[src/rtl/sport_pkg.sv]
package sport_pkg;
  typedef enum logic [1:0] {
    RATIO_256  = 2'd0,
    RATIO_384  = 2'd1,
    RATIO_512  = 2'd2,
    RATIO_NONE = 2'd3
  } ratio_e;

  function automatic ratio_e classify(input int unsigned m);
    case (m)
      256:     return RATIO_256;
      384:     return RATIO_384;
      512:     return RATIO_512;
      default: return RATIO_NONE;
    endcase
  endfunction
endpackage

[src/rtl/sport_sync.sv]
module sport_sync #(
  parameter int W = 2
) (
  input  logic         clk,
  input  logic         rst,
  input  logic [W-1:0] d_i,
  output logic [W-1:0] q_o
);
  logic [W-1:0] s1_q, s2_q;

  always_ff @(posedge clk) begin
    if (rst) begin
      s1_q <= '0;
      s2_q <= '0;
    end else begin
      s1_q <= d_i;
      s2_q <= s1_q;
    end
  end

  assign q_o = s2_q;
endmodule

[src/rtl/sport_ratio_det.sv]
module sport_ratio_det
  import sport_pkg::*;
#(
  parameter int CNT_W    = 10,
  parameter int BCNT_W   = 8,
  parameter int MIN_BCLK = 64
) (
  input  logic   clk,
  input  logic   rst,
  input  logic   lr_rise,
  input  logic   b_rise,
  output logic   lock_o,
  output logic   err_o,
  output ratio_e sel_o,
  output logic   stat_en_o
);
  localparam logic [BCNT_W-1:0] MIN_B = BCNT_W'(MIN_BCLK);

  logic [CNT_W-1:0]  cnt_q;
  logic [BCNT_W-1:0] bcnt_q;
  logic [CNT_W:0]    meas;
  logic              seen_q, prev_ok_q, lock_q, err_q, sten_q;
  ratio_e            prev_code_q, sel_q, code;

  assign meas = {1'b0, cnt_q} + 1'b1;
  always_comb code = classify(32'(meas));

  always_ff @(posedge clk) begin
    if (rst) begin
      cnt_q       <= '0;
      bcnt_q      <= '0;
      seen_q      <= 1'b0;
      prev_ok_q   <= 1'b0;
      prev_code_q <= RATIO_NONE;
      lock_q      <= 1'b0;
      err_q       <= 1'b0;
      sten_q      <= 1'b0;
      sel_q       <= RATIO_256;
    end else if (lr_rise) begin
      cnt_q  <= '0;
      bcnt_q <= BCNT_W'(b_rise);
      seen_q <= 1'b1;
      if (seen_q) begin
        err_q       <= (code == RATIO_NONE);
        sten_q      <= (bcnt_q >= MIN_B);
        prev_ok_q   <= (code != RATIO_NONE);
        prev_code_q <= code;
        if (!lock_q && code != RATIO_NONE && prev_ok_q && prev_code_q == code) begin
          lock_q <= 1'b1;
          sel_q  <= code;
        end
      end
    end else begin
      if (cnt_q != '1) cnt_q <= cnt_q + 1'b1;
      if (b_rise && bcnt_q != '1) bcnt_q <= bcnt_q + 1'b1;
    end
  end

  assign lock_o    = lock_q;
  assign err_o     = err_q;
  assign sel_o     = sel_q;
  assign stat_en_o = sten_q;
endmodule

[src/rtl/sport_shift.sv]
module sport_shift #(
  parameter int WORD_W = 24,
  parameter int STAT_W = 8
) (
  input  logic              clk,
  input  logic              rst,
  input  logic              lr_edge,
  input  logic              lr_level,
  input  logic              b_fall,
  input  logic              stat_en,
  input  logic [WORD_W-1:0] left_i,
  input  logic [WORD_W-1:0] right_i,
  input  logic [STAT_W-1:0] stat_i,
  output logic              sdata_o
);
  localparam int SH_W = WORD_W + STAT_W;

  logic [SH_W-1:0]   sh_q, load;
  logic [WORD_W-1:0] rhold_q, word;
  logic              sdata_q;

  always_comb begin
    word = lr_level ? rhold_q : left_i;
    load = {word, (stat_en ? stat_i : {STAT_W{1'b0}})};
  end

  always_ff @(posedge clk) begin
    if (rst) begin
      sh_q    <= '0;
      rhold_q <= '0;
      sdata_q <= 1'b0;
    end else if (lr_edge) begin
      if (!lr_level) rhold_q <= right_i;
      sdata_q <= load[SH_W-1];
      sh_q    <= {load[SH_W-2:0], 1'b0};
    end else if (b_fall) begin
      sdata_q <= sh_q[SH_W-1];
      sh_q    <= {sh_q[SH_W-2:0], 1'b0};
    end
  end

  assign sdata_o = sdata_q;
endmodule

[src/rtl/sport_clkgen.sv]
module sport_clkgen
  import sport_pkg::*;
#(
  parameter int WORD_W    = 24,
  parameter int STAT_W    = 8,
  parameter int BCLK_DIV  = 4,
  parameter int FRAME_DIV = 256,
  parameter int MAX_RATIO = 512,
  parameter int MIN_BCLK  = 64
) (
  input  logic              clk,
  input  logic              rst,
  input  logic              mode_master_i,
  input  logic              bclk_i,
  input  logic              lrck_i,
  input  logic [WORD_W-1:0] left_i,
  input  logic [WORD_W-1:0] right_i,
  input  logic [STAT_W-1:0] stat_i,
  output logic              bclk_o,
  output logic              lrck_o,
  output logic              sdata_o,
  output logic              chan_right_o,
  output logic              lock_o,
  output logic              err_o,
  output logic [1:0]        ratio_sel_o,
  output logic              stat_en_o
);
  localparam int DIV_W  = $clog2(FRAME_DIV);
  localparam int BSEL   = $clog2(BCLK_DIV) - 1;
  localparam int CNT_W  = $clog2(MAX_RATIO) + 1;
  localparam int BCNT_W = $clog2(MAX_RATIO) - 1;

  logic             master_q;
  logic [DIV_W-1:0] mdiv_q;
  logic [1:0]       sync_q;
  logic             bclk_eff, lr_eff, bclk_prev_q, lr_prev_q;
  logic             b_rise, b_fall, lr_rise, lr_edge;
  ratio_e           sel;

  // role strap is captured only while reset is held
  always_ff @(posedge clk) begin
    if (rst) begin
      master_q <= mode_master_i;
      mdiv_q   <= '0;
    end else if (master_q) begin
      mdiv_q <= mdiv_q + 1'b1;
    end
  end

  sport_sync #(.W(2)) u_sync (
    .clk (clk),
    .rst (rst),
    .d_i ({bclk_i, lrck_i}),
    .q_o (sync_q)
  );

  assign bclk_eff = master_q ? mdiv_q[BSEL]    : sync_q[1];
  assign lr_eff   = master_q ? mdiv_q[DIV_W-1] : sync_q[0];

  always_ff @(posedge clk) begin
    if (rst) begin
      bclk_prev_q <= 1'b0;
      lr_prev_q   <= 1'b0;
    end else begin
      bclk_prev_q <= bclk_eff;
      lr_prev_q   <= lr_eff;
    end
  end

  assign b_rise  =  bclk_eff & ~bclk_prev_q;
  assign b_fall  = ~bclk_eff &  bclk_prev_q;
  assign lr_rise =  lr_eff   & ~lr_prev_q;
  assign lr_edge =  lr_eff   ^  lr_prev_q;

  sport_ratio_det #(
    .CNT_W    (CNT_W),
    .BCNT_W   (BCNT_W),
    .MIN_BCLK (MIN_BCLK)
  ) u_det (
    .clk       (clk),
    .rst       (rst),
    .lr_rise   (lr_rise),
    .b_rise    (b_rise),
    .lock_o    (lock_o),
    .err_o     (err_o),
    .sel_o     (sel),
    .stat_en_o (stat_en_o)
  );

  sport_shift #(
    .WORD_W (WORD_W),
    .STAT_W (STAT_W)
  ) u_shift (
    .clk      (clk),
    .rst      (rst),
    .lr_edge  (lr_edge),
    .lr_level (lr_eff),
    .b_fall   (b_fall),
    .stat_en  (stat_en_o),
    .left_i   (left_i),
    .right_i  (right_i),
    .stat_i   (stat_i),
    .sdata_o  (sdata_o)
  );

  assign ratio_sel_o  = sel;
  assign bclk_o       = mdiv_q[BSEL];
  assign lrck_o       = mdiv_q[DIV_W-1];
  assign chan_right_o = lr_prev_q;
endmodule

[config.mk]
export PLATFORM = sky130hd
export DESIGN_NAME = sport_clkgen
export DESIGN_NICKNAME = d
export VERILOG_FILES = /design/src/rtl/sport_pkg.sv /design/src/rtl/sport_sync.sv /design/src/rtl/sport_ratio_det.sv /design/src/rtl/sport_shift.sv /design/src/rtl/sport_clkgen.sv
export SDC_FILE = /design/constraint.sdc
export NUM_CORES = 1
export LEC_CHECK = 0
export ABC_AREA = 1
export BUFFER_PORTS_ARGS = -buffer_cell sky130_fd_sc_hd__buf_4
export CAP_MARGIN = 20
export CORE_UTILIZATION = 40
export CTS_BUF_LIST = sky130_fd_sc_hd__clkbuf_8
export DETAILED_ROUTE_END_ITERATION = 7
export PLACE_DENSITY = 0.62
export SLEW_MARGIN = 15
export SYNTH_ARGS = -nofsm -noshare
export SYNTH_HDL_FRONTEND = slang
export SYNTH_HIERARCHICAL = 1
export SYNTH_SLANG_ARGS = --single-unit
[constraint.sdc]
create_clock -name clk -period 3.78 [get_ports clk]
set_input_delay 0.756 -clock clk [delete_from_list [all_inputs] [get_ports clk]]
set_output_delay 0.756 -clock clk [all_outputs]
set_load 0.01 [all_outputs]
==> impl_metrics.json <==
{
  "outcome": "finished clean",
  "path_class": "reg -> reg",
  "power.leakage_nw": 2.37,
  "first_iter_violations": 247,
  "num_rows": 39,
  "synth_top_family_by_area": "simple AND/OR/NAND/NOR gates",
  "start_util_pct": 40.9,
  "cts_buffers": 9,
  "grt_pass1_vias": 4001,
  "syn-num-nets": 737,
  "synth_top_flop_cell": "dfxtp_1",
  "place_congestion": 0.776,
  "globalRouteTotalUtil_pct": 18.8,
  "cp_top_family": "buffers and inverters",
  "whs_ns": 0.408,
  "grt_pass1_wl_um": 17600,
  "num-nets-final": 795,
  "async_flop_share_pct": 0,
  "hold_buffers": 0,
  "cp_slowest_cell": "inv_1",
  "yosys.area.top_type": "dfxtp_1",
  "grt_start_max_net_pins": 37,
  "synthMuxAreaShare_pct": 0,
  "synth_most_common_cell": "nand2_1",
  "worstMarginPinSlew_ns": 1.05,
  "finalMaxSlewViolations": 0,
  "hp-class": "reg -> reg",
  "synth_compound_area_share_pct": 11.3,
  "post-route-util_pct": 47.7,
  "cp-end-kind": "register",
  "synth_area_leaders": "dfxtp_1 (42%), nand2_1 (11%), nor2_1 (10%)",
  "die_area_mm2": 0.0121,
  "synth-edff-count": 1,
  "cts_resized": 0,
  "maxCapViolations": 0,
  "tns_ns": 0,
  "clock_latency_ns": 0.37,
  "max-slew-margin-rel_pct": 29.9,
  "synth-simple-area-share_pct": 34.2,
  "max_freq_mhz": 346,
  "ant_nets": 0,
  "setup_viol": 0,
  "yosysWarnings": 6,
  "via_count": 4274,
  "worst_ep_required_time_ns": 4.05,
  "die_h_um": 110,
  "ys_seq_area_share_pct": 42.2,
  "path_common_cell": "inv_1",
  "rsz0062_at_grt": "false",
  "wl_per_cell_um": 11.9,
  "drtPass1Iterations": 4,
  "dpl.hpwl_um": 7310,
  "cts_setup_buffers": 0,
  "ioPinCount": 70,
  "vias_per_cell": 4.87,
  "hold_viol_final": 0,
  "die_x_um": 110,
  "max_stage_delay_ns": 0.75,
  "drive_gt1_share_pct": 16.6,
  "diodes": 0,
  "drc_errors": 0,
  "synth_top_area_share_pct": 41.6,
  "ys_ff_latch": 98,
  "ys_types": 35,
  "synth_area_per_cell_um2": 6.95,
  "min_period_ns": 2.89,
  "path_cells": "inv_1 -> nand2_1 -> nand2_1 -> buf_4 -> ha_1 -> inv_1 -> inv_1 -> nand2_2 -> o21ai_0 -> nor2_1",
  "cp.arrival_ns": 3.16,
  "postSynthCellCount": 672,
  "cellPowerDensity_mw_per_mm2": 398,
  "io_buffers": 69,
  "area_growth_pct": 16.6,
  "h-tree-depth": 3,
  "ys_top_cells_by_count": "nand2_1 (143), nor2_1 (128), dfxtp_1 (97), inv_1 (74), nand3_1 (56)",
  "worstPathMaxFanout": 32,
  "root_buffer": "clkbuf_8",
  "synth_xor_xnor_area_share_pct": 0.536,
  "cts_tree": "yes",
  "cts_max_path_buffers": 2,
  "start_kind": "register",
  "wirelength_um": 10500,
  "synthAdderAreaFrac_pct": 1.07,
  "cts.sink_count": 98,
  "clkTransAtPathRegs_ns": 0.09,
  "gr-total-overflow": 0,
  "grt_antenna_before_repair": 0,
  "vdd_drop_max_uv": 226,
  "fin_crit_sh_pct": 76.5,
  "clock_skew_ns": 0.00962,
  "crit_buf_inv": 4,
  "synth_area_mm2": 0.00467,
  "core_area_mm2": 0.0114,
  "p_total_mw": 2.17
}
routing by layer:
layer  track usage [%]  routed length [um]  up-vias
li1                  -                   -     2229
met1              22.3                4650     1923
met2              33.3                5070      106
met3              4.23                 588       16
met4              6.29                 153        0
met5                 0                   0        -
per-stage QoR:
step | instances | instance area [um2] | setup slack, ns
after floorplan | 672 | 4670 | 2.09
after detailed placement | 862 | 5210 | 0.917
after global placement | 862 | 5210 | 1.05
after CTS | 878 | 5450 | 0.927
after global routing | 878 | 5450 | 0.643
final | 878 | 5450 | 0.887
placed cells by master, fill, tap and decap left out, drive strengths merged:
cell      netlist  routed
nand2         151     151
nor2          140     140
dfxtp          97      97
inv            76      77
buf            23      74
nand3          61      61
a21oi          48      48
o21ai          48      48
clkbuf          4      11
ha              4       4
nand3b          4       4
nand4           4       4
clkinv          3       4
a31oi           3       3
bufinv          0       2
nor3            1       1
clkinvlp        0       1
edfxtp          1       1
xor2            1       1
o211ai          1       1
xnor2           1       1
o21a            1       1
power breakdown:
part	switching (mW)	internal, mW
combinational	0.151	0.113
sequential	0.0287	1.09
clock	0.372	0.412
final timing paths:
check,to,cells after the start,startpoint,slack (ns)
setup / recovery,u_shift/sh_q[6],10,master_q,0.89
hold / removal,u_sync/q_o[0],2,u_sync/s1_q[0],0.41
hold reg to reg,u_sync/q_o[0],2,u_sync/s1_q[0],0.41
setup reg to reg,u_shift/sh_q[6],10,master_q,0.89
worst reg2reg max path: cells and delay by family (launching register included):
kind | cells | cell delay, ns
AO/OA/AOI/OAI | 1 | 0.31
adder cells (fa/ha/maj) | 1 | 0.31
buffers and inverters | 4 | 1.12
flip-flops | 1 | 0.49
AND/OR/NAND/NOR | 4 | 0.55
kinds of logic (layout without fill, tap and decap cells):
| family | Yosys count | count (layout) |
|---|---|---|
| compound gates | 101 | 101 |
| xor+xnor | 2 | 2 |
| fa+ha+maj | 4 | 4 |
| buf+inv | 106 | 169 |
| flops | 98 | 98 |
| simple gates | 361 | 361 |
flip-flops by register name, indices dropped and copies added (netlist names), 2 cells and up:
register and cells:
u_det/bcnt_q 8, u_det/prev_code_q 2, u_shift/sh_q 31, u_sync/q_o 2
u_det/sel_o 2, u_sync/s1_q 2, mdiv_q 8, u_shift/rhold_q 24
u_det/cnt_q 10
final cells by class:
type	count	area (um2)
clock buffer	11	151
clock inverter	5	85.1
fill	1175	5970
inverter	79	304
multi-input combinational	468	2200
sequential	98	1970
tap	143	179
timing repair buffer	74	556
Note: power is estimated with default switching activity, not from simulation.
